<file path="config.mk">
export PLATFORM = sky130hd
export DESIGN_NAME = shift_chain_gpio
export DESIGN_NICKNAME = d
export VERILOG_FILES = /design/src/rtl/scg_pkg.sv /design/src/rtl/scg_regs.sv /design/src/rtl/scg_halftimer.sv /design/src/rtl/scg_engine.sv /design/src/rtl/shift_chain_gpio.sv
export SDC_FILE = /design/constraint.sdc
export NUM_CORES = 1
export LEC_CHECK = 0
export ABC_AREA = 1
export BUFFER_PORTS_ARGS = -buffer_cell sky130_fd_sc_hd__buf_2
export CAP_MARGIN = 0
export CORE_AREA = 2 2 218 242
export DETAILED_ROUTE_END_ITERATION = 10
export DIE_AREA = 0 0 220 244
export SLEW_MARGIN = 25
export SYNTH_ARGS = -nofsm -noshare
export SYNTH_HDL_FRONTEND = slang
export SYNTH_SLANG_ARGS = --single-unit
</file>
<file path="constraint.sdc">
create_clock -name clk -period 5 [get_ports clk]
set_input_delay 0.25 -clock clk [delete_from_list [all_inputs] [get_ports clk]]
set_output_delay 0.25 -clock clk [all_outputs]
set_load 0.005 [all_outputs]
</file>
<file path="src/rtl/scg_pkg.sv">
package scg_pkg;

  localparam int CTRL_W   = 32;
  localparam int DIV_W    = 16;
  localparam int GRP_W    = 4;
  localparam int PINS_PER_GRP = 8;

  // bits kept by the control word: [31:16] divider, [9:6] groups, [0] enable
  localparam logic [CTRL_W-1:0] CTRL_KEEP = 32'hFFFF_03C1;

  typedef enum logic [1:0] {
    ST_IDLE  = 2'd0,
    ST_LOAD  = 2'd1,
    ST_SHIFT = 2'd2
  } scg_state_e;

  typedef struct packed {
    logic [DIV_W-1:0] div;
    logic [GRP_W-1:0] grp;
    logic             en;
  } scg_cfg_t;

  function automatic scg_cfg_t ctrl_decode(logic [CTRL_W-1:0] w);
    scg_cfg_t c;
    c.div = w[31:16];
    c.grp = w[9:6];
    c.en  = w[0];
    return c;
  endfunction

  function automatic logic grp_valid(logic [GRP_W-1:0] g, int max_grp);
    return (g != '0) && (int'(g) <= max_grp);
  endfunction

  function automatic int pin_count(logic [GRP_W-1:0] g);
    return int'(g) * PINS_PER_GRP;
  endfunction

endpackage

</file>
<file path="src/rtl/scg_regs.sv">
module scg_regs
  import scg_pkg::*;
#(
  parameter int MAX_PINS   = 80,
  parameter int BANK_W     = 32,
  parameter int BANK_SEL_W = 2
) (
  input  logic                  clk,
  input  logic                  rst_n,
  input  logic                  ctrl_we,
  input  logic [CTRL_W-1:0]     ctrl_wdata,
  output logic [CTRL_W-1:0]     ctrl_q,
  input  logic                  lat_we,
  input  logic [BANK_SEL_W-1:0] lat_bank,
  input  logic [BANK_W-1:0]     lat_wdata,
  input  logic [BANK_SEL_W-1:0] rd_bank,
  input  logic [MAX_PINS-1:0]   value_vec,
  output logic [MAX_PINS-1:0]   latch_vec,
  output logic [BANK_W-1:0]     rd_value,
  output logic [BANK_W-1:0]     rd_latch
);

  localparam int NBANKS = (MAX_PINS + BANK_W - 1) / BANK_W;

  logic [BANK_W-1:0] lat_q   [NBANKS];
  logic [BANK_W-1:0] wmask   [NBANKS];
  logic [BANK_W-1:0] val_bnk [NBANKS];

  always_ff @(posedge clk or negedge rst_n) begin
    if (!rst_n)       ctrl_q <= '0;
    else if (ctrl_we) ctrl_q <= ctrl_wdata & CTRL_KEEP;
  end

  for (genvar b = 0; b < NBANKS; b++) begin : g_bank
    for (genvar j = 0; j < BANK_W; j++) begin : g_bit
      if (b * BANK_W + j < MAX_PINS) begin : g_live
        assign wmask[b][j]   = 1'b1;
        assign val_bnk[b][j] = value_vec[b*BANK_W+j];
        assign latch_vec[b*BANK_W+j] = lat_q[b][j];
      end else begin : g_pad
        assign wmask[b][j]   = 1'b0;
        assign val_bnk[b][j] = 1'b0;
      end
    end

    always_ff @(posedge clk or negedge rst_n) begin
      if (!rst_n)
        lat_q[b] <= '0;
      else if (lat_we && int'(lat_bank) == b)
        lat_q[b] <= lat_wdata & wmask[b];
    end
  end

  always_comb begin
    rd_value = '0;
    rd_latch = '0;
    for (int b = 0; b < NBANKS; b++) begin
      if (int'(rd_bank) == b) begin
        rd_value = val_bnk[b];
        rd_latch = lat_q[b];
      end
    end
  end

endmodule

</file>
<file path="src/rtl/scg_halftimer.sv">
module scg_halftimer
  import scg_pkg::*;
(
  input  logic             clk,
  input  logic             rst_n,
  input  logic             run,
  input  logic [DIV_W-1:0] div,
  output logic             tick
);

  logic [DIV_W-1:0] cnt;

  assign tick = run && (cnt == div);

  always_ff @(posedge clk or negedge rst_n) begin
    if (!rst_n)              cnt <= '0;
    else if (!run || tick)   cnt <= '0;
    else                     cnt <= DIV_W'(cnt + 1'b1);
  end

endmodule

</file>
<file path="src/rtl/scg_engine.sv">
module scg_engine
  import scg_pkg::*;
#(
  parameter int MAX_GROUPS = 10,
  parameter int MAX_PINS   = MAX_GROUPS * PINS_PER_GRP,
  parameter int PIN_IDX_W  = $clog2(MAX_PINS)
) (
  input  logic                clk,
  input  logic                rst_n,
  input  scg_cfg_t            cfg,
  input  logic [MAX_PINS-1:0] latch_vec,
  input  logic                sdin,
  input  logic                tick,
  output logic                run,
  output logic [DIV_W-1:0]    div_s,
  output logic                sclk,
  output logic                sload,
  output logic                sdout,
  output logic                frame_done,
  output logic [MAX_PINS-1:0] value_vec,
  output logic                cfg_ok,
  output logic                frame_end,
  output logic                is_idle
);

  scg_state_e          state;
  logic                half;
  logic [PIN_IDX_W-1:0] idx;
  logic [MAX_PINS-1:0] snap;
  logic [MAX_PINS-1:0] cap;
  logic                sample_now;
  logic                begin_frame;

  assign cfg_ok      = cfg.en && grp_valid(cfg.grp, MAX_GROUPS);
  assign is_idle     = (state == ST_IDLE);
  assign run         = !is_idle;
  assign sample_now  = (state == ST_SHIFT) && tick && !half;
  assign frame_end   = (state == ST_SHIFT) && tick && half && (idx == '0);
  assign begin_frame = cfg_ok && (is_idle || frame_end);

  assign sclk  = (state == ST_SHIFT) && half;
  assign sload = (state == ST_LOAD);
  assign sdout = (state == ST_SHIFT) ? snap[idx] : 1'b0;

  always_ff @(posedge clk or negedge rst_n) begin
    if (!rst_n) begin
      state      <= ST_IDLE;
      half       <= 1'b0;
      idx        <= '0;
      div_s      <= '0;
      snap       <= '0;
      cap        <= '0;
      value_vec  <= '0;
      frame_done <= 1'b0;
    end else begin
      frame_done <= frame_end;
      if (frame_end) value_vec <= cap;
      if (begin_frame) begin
        state <= ST_LOAD;
        half  <= 1'b0;
        idx   <= PIN_IDX_W'(pin_count(cfg.grp) - 1);
        div_s <= cfg.div;
        snap  <= latch_vec;
        cap   <= '0;
      end else if (frame_end) begin
        state <= ST_IDLE;
        half  <= 1'b0;
      end else if (tick) begin
        half <= !half;
        if (state == ST_LOAD && half) state <= ST_SHIFT;
        if (sample_now) cap[idx] <= sdin;
        if (state == ST_SHIFT && half) idx <= idx - 1'b1;
      end
    end
  end

endmodule

</file>
<file path="src/rtl/shift_chain_gpio.sv">
module shift_chain_gpio
  import scg_pkg::*;
#(
  parameter int MAX_GROUPS = 10,
  parameter int BANK_W     = 32,
  parameter int BANK_SEL_W = 2
) (
  input  logic                  clk,
  input  logic                  rst_n,
  input  logic                  ctrl_we,
  input  logic [31:0]           ctrl_wdata,
  output logic [31:0]           ctrl_rdata,
  input  logic                  lat_we,
  input  logic [BANK_SEL_W-1:0] lat_bank,
  input  logic [BANK_W-1:0]     lat_wdata,
  input  logic [BANK_SEL_W-1:0] rd_bank,
  output logic [BANK_W-1:0]     rd_value,
  output logic [BANK_W-1:0]     rd_latch,
  output logic                  sclk_o,
  output logic                  sload_o,
  output logic                  sdout_o,
  input  logic                  sdin_i,
  output logic                  frame_done_o
);

  localparam int MAX_PINS = MAX_GROUPS * PINS_PER_GRP;

  logic [CTRL_W-1:0]   ctrl_q;
  scg_cfg_t            cfg;
  logic [MAX_PINS-1:0] latch_vec;
  logic [MAX_PINS-1:0] value_vec;
  logic [DIV_W-1:0]    div_s;
  logic                run_w;
  logic                tick_w;
  logic                cfg_ok_w;
  logic                frame_end_w;
  logic                eng_idle_w;

  assign cfg        = ctrl_decode(ctrl_q);
  assign ctrl_rdata = ctrl_q;

  scg_regs #(
    .MAX_PINS(MAX_PINS), .BANK_W(BANK_W), .BANK_SEL_W(BANK_SEL_W)
  ) u_regs (
    .clk(clk), .rst_n(rst_n),
    .ctrl_we(ctrl_we), .ctrl_wdata(ctrl_wdata), .ctrl_q(ctrl_q),
    .lat_we(lat_we), .lat_bank(lat_bank), .lat_wdata(lat_wdata),
    .rd_bank(rd_bank), .value_vec(value_vec), .latch_vec(latch_vec),
    .rd_value(rd_value), .rd_latch(rd_latch)
  );

  scg_halftimer u_timer (
    .clk(clk), .rst_n(rst_n), .run(run_w), .div(div_s), .tick(tick_w)
  );

  scg_engine #(
    .MAX_GROUPS(MAX_GROUPS), .MAX_PINS(MAX_PINS)
  ) u_engine (
    .clk(clk), .rst_n(rst_n), .cfg(cfg), .latch_vec(latch_vec),
    .sdin(sdin_i), .tick(tick_w), .run(run_w), .div_s(div_s),
    .sclk(sclk_o), .sload(sload_o), .sdout(sdout_o),
    .frame_done(frame_done_o), .value_vec(value_vec),
    .cfg_ok(cfg_ok_w), .frame_end(frame_end_w), .is_idle(eng_idle_w)
  );

endmodule

</file>
## Word-level counts from Yosys, hierarchy flattened

Index checks and enable logic that the tools add are counted.

| operators by class | value |
|---|---|
| add/sub/neg operators | 3 |
| $lt $le $gt $ge | 3 |
| equal/unequal tests | 8 |
| mux-type cells | 28 |
| reduce and logical (&&, ||, !) cells | 31 |

Operators by type and width:

| kind | number |
|---|---|
| two-way mux 80 bit | 4 |
| two-way mux 32 bit | 6 |
| bitwise mux 80 bit | 1 |
| two-way mux 7 bit | 4 |
| adder 16 x 1 -> 16 bit (second input constant) | 1 |
| == test 16 bit | 1 |
| two-way mux 16 bit | 1 |
| logical AND 1 bit | 14 |
| subtractor 7 x 1 -> 7 bit (second input constant) | 2 |
| == test 2 bit (second input constant) | 5 |
| < comparator 7 x 8 -> 1 bit (second input constant) | 1 |
| two-way mux 2 bit | 4 |
| binary-select mux 1 bit (select 7 bit) | 1 |
| demux 1 bit (select 7 bit) | 1 |
| greater-or-equal comparator 7 x 1 -> 1 bit (second input constant) | 1 |
| logical NOT 7 bit | 1 |
| logical NOT 2 bit | 3 |
| two-way mux 1 bit | 6 |
| AND reduction 3 bit | 2 |
| nonzero test 2 bit | 3 |
| nonzero test 3 bit | 2 |
| less-or-equal comparator 4 bit (second input constant) | 1 |
| nonzero test 4 bit | 1 |
| == test 2 x 1 -> 1 bit (second input constant) | 1 |
| 4 further kinds | 6 |

| storage, ports and cells | value |
|---|---|
| register bits | 384 |
| input port bits | 73 |
| output and inout bits | 100 |
| word-level logic and storage cells | 86 |

## Logic depth before layout (Yosys ltp)

Gate-level depths: netlist (run 1).

| depth | value |
|---|---|
| depth after elaboration | 10 |
| mapped depth | 16 |
| gate-level depth less buffers | 13 |

## Cells and area by module

A second synthesis (run 1) with hierarchy kept.

| second synthesis, totals | value |
|---|---|
| cell total of the unflattened synthesis | 2,488 |
| area total of the unflattened synthesis | 18,680.4 um^2 |

By module, submodules not included:

| module | instances | cells an instance | area an instance (um^2) |
|---|---|---|---|
| scg_engine | 1 | 1,601 | 12,199.2 |
| scg_regs | 1 | 708 | 5,310.1 |
| scg_halftimer | 1 | 179 | 1,171.1 |

## Worst setup path after synthesis (run 1)

OpenSTA, ideal clock, no wires.

| timing path | value |
|---|---|
| kind | flip-flop to flip-flop |
| start | register u_engine.idx[1] |
| end | register u_engine.snap[55] |
| library setup time | 0.130 ns |
| arrival time | 2.281 ns |
| path slack | 2.588 ns |
| stages on the path, launching flop included | 16 |
| path buffers | 4 |
| period minus slack after synthesis | 2.412 ns |
| cells stage by stage | dfrtp_1 buf_2 inv_1 buf_1 ha_1 nand2_1 inv_1 nand2_1 nor2_2 nand4_4 nand2_2 nand2_4 buf_6 buf_2 nand2_1 o21ai_0 |

| between the ends | value |
|---|---|
| word-level cells in the longest chain between the ends | 4 |

Ends and longest elaborated chain:

| item | RTL line | text |
|---|---|---|
| start: declaration | scg_engine.sv:28 | `logic [PIN_IDX_W-1:0] idx;` |
| start signal: assignment | scg_engine.sv:61 | `idx <= PIN_IDX_W'(pin_count(cfg.grp) - 1);` |
| start signal: assignment | scg_engine.sv:72 | `if (state == ST_SHIFT && half) idx <= idx - 1'b1;` |
| logical NOT 7 bit | scg_engine.sv:38 | `assign frame_end = (state == ST_SHIFT) && tick && half && (idx == '0);` |
| logical AND 1 bit | scg_engine.sv:38 |  |
| logical OR 1 bit | scg_engine.sv:39 | `assign begin_frame = cfg_ok && (is_idle \|\| frame_end);` |
| logical AND 1 bit | scg_engine.sv:39 |  |
| end signal: assignment | scg_engine.sv:63 | `snap <= latch_vec;` |
| end: declaration | scg_engine.sv:29 | `logic [MAX_PINS-1:0] snap;` |

Every way passes these cells.
A chain may end at the register's enable or synchronous reset.

## Worst setup path in the final report (run 1)

| timing path | value |
|---|---|
| start | register u_engine.idx[2] |
| end | output port sdout_o |

| between the ends | value |
|---|---|
| word-level cells in the longest chain between the ends | 3 |

Ends and longest elaborated chain:

| item | RTL line | text |
|---|---|---|
| binary-select mux 1 bit (select 7 bit) | scg_engine.sv:43 | `assign sdout = (state == ST_SHIFT) ? snap[idx] : 1'b0;` |
| two-way mux 1 bit (implied by the code) | scg_engine.sv:43 |  |
| two-way mux 1 bit | scg_engine.sv:43 |  |
| end: declaration | shift_chain_gpio.sv:21 | `output logic sdout_o,` |

Every way passes these cells. The select of a mux whose other input is x is not followed.

==> flow_summary.json, run 1 <==
{
  "yosysWarnings": 0,
  "start_util": 0.3489,
  "synth-seq-area-share": 0.5407,
  "grt_use_total": 0.1801,
  "worstPathArrival_ns": 3.49,
  "syn2layout_area_growth_pct": 17.64,
  "nets": 2457,
  "mostFrequentLayoutCell": "nand2_1",
  "clk_latency_ns": 0.57,
  "cp-start-kind": "flip-flop",
  "grt_max_degree": 142,
  "cts.clk_slew.worst_paths_ns": 0.06,
  "io_buffers": 150,
  "synth_area_um2": 17770,
  "critPathMaxFanout": 15,
  "holdCritPathClass": "input port to flip-flop",
  "final_cell_mix": "648 x nand2_1, 384 x dfrtp_1, 262 x o21ai_0, 256 x inv_1, 209 x nor2_1",
  "synthCells": 2235,
  "clock_path_buffers": 3,
  "first_global_vias": 14820,
  "final_antenna_net_count": 0,
  "critical_path.cell_chain": "inv_2 -> nand3_1 -> clkinv_1 -> nand2_1 -> nand2_1 -> nor2_1 -> nand2_1 -> nand2_1 -> nand2_1 -> o21ai_0 -> nand3b_1 -> nand2_1 -> inv_1 -> buf_2",
  "finClkSkew_ns": 0.02265,
  "post-route-period-util": 0.7478,
  "design_area_um2": 20910,
  "setup_viol": 0,
  "dpl-instance-area_um2": 18940,
  "drv_slew": 0,
  "grt_first_pass_wirelength_mm": 77.27,
  "cts_tree": "yes",
  "power.density_nw_per_um2": 450.0,
  "dr.pass1.iters": 6,
  "wl_per_cell_um": 15.45,
  "gp_congestion": 0.7716,
  "setup_tns_ns": 0,
  "fillers": 5202,
  "crit_path_end_kind": "output pin",
  "crit_top_cell": "nand2_1",
  "fin_crit_ns": 3.739,
  "async_reset_ff_frac": 1.000,
  "tightest_slew_ns": 0.9036,
  "crit_buf_inv": 4,
  "vias_per_cell": 4.817,
  "hold_violations": 0,
  "avgSynthCellArea_um2": 7.952,
  "dieArea_um2": 53680,
  "synth_edf_count": 0,
  "root_buffer": "clkbuf_16",
  "status": "complete, no violations",
  "overflow": 0,
  "drt_wl_total_mm": 47.60,
  "ios": 173,
  "finish.utilization": 0.4104,
  "die_w_um": 220,
  "post_cts_resized": 0,
  "cts_sinks": 384,
  "synth-seq-cells": 384,
  "slew_headroom": 0.3976,
  "path_delay_family": "simple AND/OR/NAND/NOR gates",
  "rows": 87,
  "cts_buffers": 42,
  "cp_slowest_cell": "dfrtp_1",
  "h-tree-depth": 2,
  "max_stage_delay_ns": 0.77,
  "p_leak_uw": 0.01050,
  "required_ns": 4.75,
  "criticalPathCategory": "flip-flop to output pin",
  "rsz0062_at_grt": "no",
  "drive_gt1_frac": 0.1140,
  "post-cts-setup-buffers": 0,
  "vdd_drop_max_mv": 0.2527,
  "dieHeight_um": 244,
  "drcViolationCount": 0,
  "max_freq_ghz": 0.2675,
  "drt_iter0_drc": 1287,
  "cap_violations": 0,
  "ys.flop_type": "dfrtp_1",
  "total_power_uw": 9408,
  "core_area_um2": 50940,
  "vias": 14840,
  "netlist-cell-type-count": 39,
  "antenna_found_initial": 0,
  "dp_hpwl_mm": 29.97
}
[area by class of cell]
type | instances | area (µm²) | area share
Antenna cell | 1 | 2.502 | 0.0001197
Clock inverter | 15 | 168.9 | 0.008079
Tap cell | 667 | 834.6 | 0.03991
Multi-Input combinational cell | 1458 | 6544 | 0.3130
Inverter | 271 | 1020 | 0.04877
Sequential cell | 384 | 9609 | 0.4596
Clock buffer | 61 | 1264 | 0.06044
Timing Repair Buffer | 223 | 1466 | 0.07013
[routing by layer]
| metal | routed length (µm) | global-route usage |
|---|---|---|
| met1 | 21540 | 0.2380 |
| met2 | 22820 | 0.3049 |
| met3 | 2106 | 0.02836 |
| met4 | 1141 | 0.05053 |
| met5 | 0 | 0 |
[tightest hold or removal path, delay by kind of cell]
family	cells	cell delay, ns
buf+inv	2	0.15
compound gates	1	0.16
[kinds of logic after synthesis]
group	share of synthesized area
and+or+nand+nor	0.2296
AOI/OAI and AO/OA	0.1274
adders and majority gates	0.002816
xor gates and xnor gates	0.004435
other	0.0002110
DFF	0.5407
buffers and inverters	0.09490
[Yosys cell counts, drive strengths merged, types with 2 or more instances]
cell | n | share of area
clkinv | 5 | 0.0011
ha | 4 | 0.0028
o211ai | 3 | 0.0013
nand3b | 2 | 0.00084
dfrtp | 384 | 0.54
clkbuf | 68 | 0.014
a21oi | 22 | 0.0064
nand2 | 659 | 0.14
buf | 64 | 0.023
o21ai | 342 | 0.096
o221ai | 30 | 0.015
nor3 | 52 | 0.015
a211oi | 2 | 0.00084
xor2 | 9 | 0.0044
nand4 | 6 | 0.0030
inv | 266 | 0.056
nor2 | 219 | 0.048
o22ai | 16 | 0.0056
nand3 | 74 | 0.021
[sequential cells by signal, indices dropped and copies added, names as in the netlist]
signal,flops
u_timer.cnt,16
u_engine.snap,80
u_engine.idx,7
u_engine.frame_done,1
u_regs.latch_vec,80
u_engine.cap,80
u_engine.state,2
u_regs.ctrl_q,21
u_engine.value_vec,80
u_engine.div_s,16
u_engine.half,1
[report_power, final]
| part | switching [µW] | leakage (µW) | internal [µW] |
|---|---|---|---|
| registers | 407 | 0.00505 | 3690 |
| logic | 1430 | 0.00473 | 684 |
| clock network | 1290 | 0.000719 | 1910 |
[metrics by stage]
stage,hold slack (ns),cells,worst slack (ns)
CTS,0.004827,3079,1.202
detailed placement,0.3873,2950,1.742
global route,0.01548,3079,1.039
floorplan,-0.04559,2245,2.588
global placement,0.3757,2950,1.802
finish,0.02511,3080,1.261
[final timing paths]
| path | startpoint | end | slack (ns) | depth (start not counted) |
|---|---|---|---|---|
| worst max-delay path | u_engine.idx[2]$_DFFE_PN0P_ | sdout_o | 1.26 | 14 |
| worst min-delay path | lat_wdata[7] | u_regs.latch_vec[7]$_DFFE_PN0P_ | 0.03 | 3 |
| worst max register to register | u_engine.idx[1]$_DFFE_PN0P_ | u_engine.value_vec[38]$_DFFE_PN0P_ | 1.67 | 12 |
| worst min register to register | u_engine.cap[12]$_DFFE_PN0P_ | u_engine.value_vec[12]$_DFFE_PN0P_ | 0.48 | 2 |
| max in group asynchronous | rst_n | u_regs.ctrl_q[19]$_DFFE_PN0P_ | 3.29 | 3 |
| min in group asynchronous | rst_n | u_regs.latch_vec[29]$_DFFE_PN0P_ | 0.33 | 2 |
[what timing repair did]
item,in CTS,in global routing
endpoints found under the hold margin,206,0
endpoints found under the setup margin,0,0
hold buffers,53,0
No activity file was read; power rests on OpenSTA's default activity.
==> inputs of run 2 (changes only) <==
--- a/config.mk
+++ b/config.mk
@@ -5,12 +5,12 @@
 export SDC_FILE = /design/constraint.sdc
 export NUM_CORES = 1
 export LEC_CHECK = 0
-export ABC_AREA = 1
+export ABC_AREA = 0
 export BUFFER_PORTS_ARGS = -buffer_cell sky130_fd_sc_hd__buf_2
 export CAP_MARGIN = 0
-export CORE_AREA = 2 2 218 242
+export CORE_AREA = 2 2 217 241
 export DETAILED_ROUTE_END_ITERATION = 10
-export DIE_AREA = 0 0 220 244
+export DIE_AREA = 0 0 219 243
 export SLEW_MARGIN = 25
 export SYNTH_ARGS = -nofsm -noshare
 export SYNTH_HDL_FRONTEND = slang
==> constraint.sdc (replaced) <==
create_clock -name clk -period 3.28 [get_ports clk]
set_input_delay 0.164 -clock clk [delete_from_list [all_inputs] [get_ports clk]]
set_output_delay 0.164 -clock clk [all_outputs]
set_load 0.005 [all_outputs]
==> flow_summary.json, run 2 <==
{
  "cts_tree": "yes",
  "rows": 87,
  "drive_gt1_frac": 0.1847,
  "nets": 2112,
  "synth-seq-area-share": 0.5452,
  "hold_violations": 0,
  "drt_wl_total_mm": 47.98,
  "cts.clk_slew.worst_paths_ns": 0.06,
  "vias": 13880,
  "root_buffer": "clkbuf_16",
  "dr.pass1.iters": 5,
  "finish.utilization": 0.4149,
  "drt_iter0_drc": 974,
  "ys_top_cells_by_area": "dfrtp_1 55%, nand2_1 13%, mux2_2 6.6%",
  "max_freq_ghz": 0.3256,
  "grt_use_total": 0.1834,
  "cp-start-kind": "flip-flop",
  "h-tree-depth": 2,
  "async_reset_ff_frac": 1.000,
  "die_w_um": 219,
  "holdCritPathClass": "input port to flip-flop",
  "avgSynthCellArea_um2": 9.470,
  "cap_violations": 0,
  "cts_sinks": 384,
  "setup_viol": 0,
  "final_cell_mix": "607 x nand2_1, 384 x dfrtp_1, 148 x buf_2, 121 x o21ai_0, 104 x mux2_2",
  "critical_path.cell_chain": "buf_12 -> mux2_2 -> a221o_1 -> a221oi_1 -> a311oi_1 -> o22ai_1 -> a21oi_1 -> buf_2",
  "yosysMostFrequentCell": "nand2_1",
  "vias_per_cell": 5.083,
  "rsz0062_at_grt": "no",
  "synth_largest_area_cell": "dfrtp_1",
  "grt_first_pass_wirelength_mm": 77.90,
  "wl_per_cell_um": 17.57,
  "criticalPathCategory": "flip-flop to output pin",
  "ys.flop_type": "dfrtp_1",
  "vdd_drop_max_mv": 0.4319,
  "critPathMaxFanout": 30,
  "r2r_slack_ns": 0.52,
  "post-route-period-util": 0.9364,
  "clock_path_buffers": 3,
  "synth_edf_count": 0,
  "antenna_found_initial": 2,
  "cts_buffers": 41,
  "yosysWarnings": 0,
  "dieHeight_um": 243,
  "synthCells": 1861,
  "core_area_um2": 50730,
  "yosysTopAreaCellShare": 0.5452,
  "dp_hpwl_mm": 31.63,
  "max_stage_delay_ns": 0.46,
  "fin_crit_ns": 3.071,
  "status": "complete, no violations",
  "worst_r2r_endpoint": "u_engine.idx[5]$_DFFE_PN0P_",
  "crit_start": "u_engine.idx[0]$_DFFE_PN0P_",
  "first_global_vias": 14290,
  "mostFrequentLayoutCell": "nand2_1",
  "crit_cells": 8,
  "clk_latency_ns": 0.56,
  "syn2layout_area_growth_pct": 19.40,
  "dieArea_um2": 53220,
  "drv_slew": 0,
  "fillers": 4996,
  "gp_congestion": 0.8182,
  "io_buffers": 150,
  "cp_slowest_cell": "a221oi_1",
  "worstPathArrival_ns": 2.91,
  "netlist-cell-type-count": 56,
  "drcViolationCount": 0,
  "final_antenna_net_count": 0,
  "power.density_nw_per_um2": 713.5,
  "tightest_slew_ns": 0.8295,
  "overflow": 0,
  "slew_headroom": 0.4470,
  "synthTopCellsByCount": "607 x nand2_1, 384 x dfrtp_1, 121 x o21ai_0, 104 x mux2_2, 100 x nor2_1",
  "setup_tns_ns": 0,
  "p_leak_uw": 0.01012,
  "synth-seq-cells": 384,
  "r2r_start": "u_engine.idx[1]$_DFFE_PN0P_",
  "worstRegToRegCells": 10,
  "path_delay_family": "compound AO/OA/AOI/OAI gates",
  "crit_end": "sdout_o",
  "synth_area_um2": 17620,
  "start_util": 0.3474,
  "crit_buf_inv": 2,
  "required_ns": 3.12,
  "finClkSkew_ns": 0.02783,
  "grt_max_degree": 82,
  "crit_path_end_kind": "output pin",
  "ios": 173
}
-- run 2: cell types whose count changed in the layout (fill, tap and decap cells not counted), sizes merged, moves of 30 or more --
| cell | delta |
|---|---|
| a21oi | +61 |
| inv | -253 |
| mux2 | +104 |
| mux2i | +81 |
| nand2 | -52 |
| nor2 | -119 |
| nor3 | -42 |
| o21ai | -220 |
| o221ai | -30 |
-- run 2: through the flow --
step	cell area (µm²)	power, µW	hold WS [ns]	setup slack [ns]	cells
after CTS	21030	15140	0.05493	0.05329	2729
after detailed placement	19140	10380	0.2070	0.5331	2604
final	21040	15010	0.08064	0.2088	2731
after global routing	21040	15910	0.1031	0.03504	2730
after floorplan	17660	9022	-0.1316	0.6260	1871
after global placement	19140	10240	0.2005	0.6067	2604
-- run 2: what timing repair did --
item,4_1_cts,5_1_grt
endpoints found under the hold margin,172,0
gates resized for setup,0,2
setup buffers,0,0
hold buffers,54,0
setup endpoints to repair,0,1
-- run 2: cell type report --
class	count	area [µm²]	area share
Antenna cell	1	2.502	0.0001189
Clock inverter	12	147.6	0.007016
Tap cell	667	834.6	0.03966
Inverter	15	56.30	0.002676
Sequential cell	384	9609	0.4566
Multi-Input combinational cell	1344	7427	0.3529
Clock buffer	59	1196	0.05684
Timing Repair Buffer	249	1770	0.08413
-- run 2: how the worst min path moves through the flow --
stage	endpoint	from	depth (start not counted)	slack, ns
after floorplan	u_engine.cap[0]$_DFFE_PN0P_	rst_n	0	-0.13
after global placement	u_engine.frame_done$_DFF_PN0_	rst_n	1	0.20
after detailed placement	u_engine.frame_done$_DFF_PN0_	rst_n	1	0.21
after CTS	u_regs.ctrl_q[6]$_DFFE_PN0P_	ctrl_we	3	0.05
after global routing	u_regs.ctrl_q[6]$_DFFE_PN0P_	ctrl_we	3	0.10
final	u_regs.ctrl_q[6]$_DFFE_PN0P_	ctrl_we	3	0.08
-- run 2: routing by layer --
metal / up-vias / routed length, µm / track usage
li1: 6567 / - / -
met2: 364 / 23740 / 0.3099
met4: 0 / 1455 / 0.06419
met5: - / 0 / 0
met3: 89 / 2443 / 0.02782
met1: 6861 / 20340 / 0.2382
-- run 2: logic make-up after synthesis --
logic type,count (synthesis),share of synthesized area
xor+xnor,33,0.01640
other cells,1,0.0002128
simple gates,851,0.1959
mux,190,0.1188
flops,384,0.5452
fa+ha+maj,4,0.002840
buf+inv,143,0.03834
compound gates,255,0.08221
-- run 2: where the power goes --
group / switching (µW) / internal (µW)
logic: 1990 / 1530
registers: 881 / 5950
clock network: 1900 / 2770
-- run 2: worst min-delay path, stage by stage --
cell	delay, ns
buf_2	0.25
nand2_1	0.10
o21ai_0	0.06
==> inputs of run 3 (changes only) <==
--- a/config.mk
+++ b/config.mk
@@ -11,6 +11,7 @@
 export CORE_AREA = 2 2 217 241
 export DETAILED_ROUTE_END_ITERATION = 10
 export DIE_AREA = 0 0 219 243
+export RECOVER_POWER = 25
 export SLEW_MARGIN = 25
 export SYNTH_ARGS = -nofsm -noshare
 export SYNTH_HDL_FRONTEND = slang
==> flow_summary.json, run 3 (synthesized netlist as in run 2, its figures left out) <==
{
  "final_cell_mix": "607 x nand2_1, 384 x dfrtp_1, 146 x buf_2, 121 x o21ai_0, 104 x mux2_2",
  "grt_use_total": 0.1834,
  "first_global_vias": 14290,
  "grt_first_pass_wirelength_mm": 77.90,
  "start_util": 0.3474,
  "dieArea_um2": 53220,
  "grt_max_degree": 82,
  "drive_gt1_frac": 0.1818,
  "cts_tree": "yes",
  "tightest_slew_ns": 2.397,
  "dieHeight_um": 243,
  "gp_congestion": 0.8182,
  "seqPwrFrac": 0.455,
  "final_antenna_net_count": 0,
  "overflow": 0,
  "io_buffers": 150,
  "die_w_um": 219,
  "cp-start-kind": "flip-flop",
  "holdCritPathClass": "input port to flip-flop",
  "dp_hpwl_mm": 31.63,
  "slew_headroom": -0.5981,
  "crit_path_end_kind": "output pin",
  "fin_crit_ns": 3.087,
  "setup_viol": 0,
  "max_stage_delay_ns": 0.69,
  "drcViolationCount": 0,
  "max_freq_ghz": 0.3239,
  "dpl-instance-area_um2": 19140,
  "status": "finished with violations",
  "rsz0062_at_grt": "no",
  "cp_slowest_cell": "dfrtp_1",
  "finish.utilization": 0.4142,
  "ios": 173,
  "power_frac_comb": 0.234,
  "design_area_um2": 21010,
  "total_power_uw": 15020,
  "cts_buffers": 41,
  "rows": 87,
  "vias_per_cell": 5.104,
  "clock_path_buffers": 3,
  "core_area_um2": 50730,
  "hold_violations": 0,
  "p_int_uw": 10250,
  "drt_iter0_drc": 948,
  "p_sw_frac": 0.3179,
  "cap_violations": 3,
  "critPathMaxFanout": 14,
  "setup_tns_ns": 0,
  "cts.clk_slew.worst_paths_ns": 0.06,
  "wl_per_cell_um": 17.62,
  "p_leak_uw": 0.01010,
  "switchingPower_uw": 4776,
  "finClkSkew_ns": 0.02678,
  "post-route-period-util": 0.9413,
  "cts_sinks": 384,
  "required_ns": 3.12,
  "nets": 2112,
  "root_buffer": "clkbuf_16",
  "criticalPathCategory": "flip-flop to output pin",
  "critical_path.cell_chain": "buf_4 -> and3_1 -> a211o_1 -> a221oi_1 -> a2111oi_1 -> o22ai_1 -> a21oi_1 -> buf_2",
  "drt_wl_total_mm": 48.11,
  "dr.pass1.iters": 5,
  "vdd_drop_max_mv": 0.4324,
  "vias": 13940,
  "power_frac_clock": 0.311,
  "worstPathArrival_ns": 2.92,
  "drv_slew": 140,
  "failed_checks": "max-capacitance violations, max-slew violations",
  "power.density_nw_per_um2": 715.0,
  "h-tree-depth": 2,
  "antenna_found_initial": 2,
  "clk_latency_ns": 0.56,
  "syn2layout_area_growth_pct": 19.22,
  "mostFrequentLayoutCell": "nand2_1"
}
[run 3: changes by cell type in the layout (fill, tap and decap cells not counted)]
cell / delta
clkbuf_2: +1
buf_6: -1
nor3b_1: +1
nor3b_2: -1
buf_4: -2
buf_2: -2
clkbuf_1: +5
buf_8: -1
[run 3: final timing paths]
check	start	endpoint	slack, ns	depth (start not counted)
setup / recovery	u_engine.idx[2]$_DFFE_PN0P_	sdout_o	0.19	8
hold / removal	ctrl_we	u_regs.ctrl_q[6]$_DFFE_PN0P_	0.08	3
setup reg to reg	u_engine.idx[1]$_DFFE_PN0P_	u_engine.idx[5]$_DFFE_PN0P_	0.52	10
hold reg to reg	u_engine.value_vec[22]$_DFFE_PN0P_	u_engine.value_vec[22]$_DFFE_PN0P_	0.46	2
max in group asynchronous	rst_n	u_engine.cap[63]$_DFFE_PN0P_	0.96	3
min in group asynchronous	rst_n	u_engine.frame_done$_DFF_PN0_	0.76	2
[run 3: power by group through the flow]
stage | Combinational (µW) | Clock, µW | Sequential (µW)
after floorplan | 2490 | 0 | 6530
after global placement | 3370 | 0 | 6870
after detailed placement | 3470 | 0 | 6910
after CTS | 3530 | 4780 | 6830
after global routing | 3960 | 4960 | 6980
final | 3510 | 4680 | 6830
[run 3: routing by layer]
| metal | global-route usage | vias up | wire length, µm |
|---|---|---|---|
| li1 | - | 6559 | - |
| met1 | 0.2382 | 6901 | 20300 |
| met2 | 0.3099 | 389 | 23770 |
| met3 | 0.02782 | 90 | 2555 |
| met4 | 0.06419 | 0 | 1492 |
| met5 | 0 | - | 0 |
[run 3: worst max-delay path, delay by kind of cell, from the launching register on]
kind / cells / cell delay (ns)
AOI/OAI and AO/OA: 5 / 1.07
buffers and inverters: 2 / 0.43
DFF: 1 / 0.69
and+or+nand+nor: 1 / 0.17
[run 3: stage by stage]
stage / hold slack [ns] / setup WS [ns] / instances
floorplan: -0.1316 / 0.6260 / 1871
global placement: 0.2005 / 0.6067 / 2604
detailed placement: 0.2070 / 0.5331 / 2604
CTS: 0.05493 / 0.05329 / 2729
global route: 0.1031 / 0.03504 / 2730
finish: 0.08499 / 0.1926 / 2731
[run 3: repair_timing]
action                                  CTS  global route
endpoints found under the hold margin   172             0
endpoints found under the setup margin    0             1
setup buffers                             0             0
resized for setup                         0             2
hold buffers                             54             0
[run 3: layout make-up]
cell class,instances,area [µm²]
Clock buffer,59,1196
Tap cell,667,834.6
Antenna cell,1,2.502
Inverter,15,56.30
Clock inverter,12,147.6
Timing Repair Buffer,249,1743
Multi-Input combinational cell,1344,7422
Fill cell,5000,29710
Sequential cell,384,9609
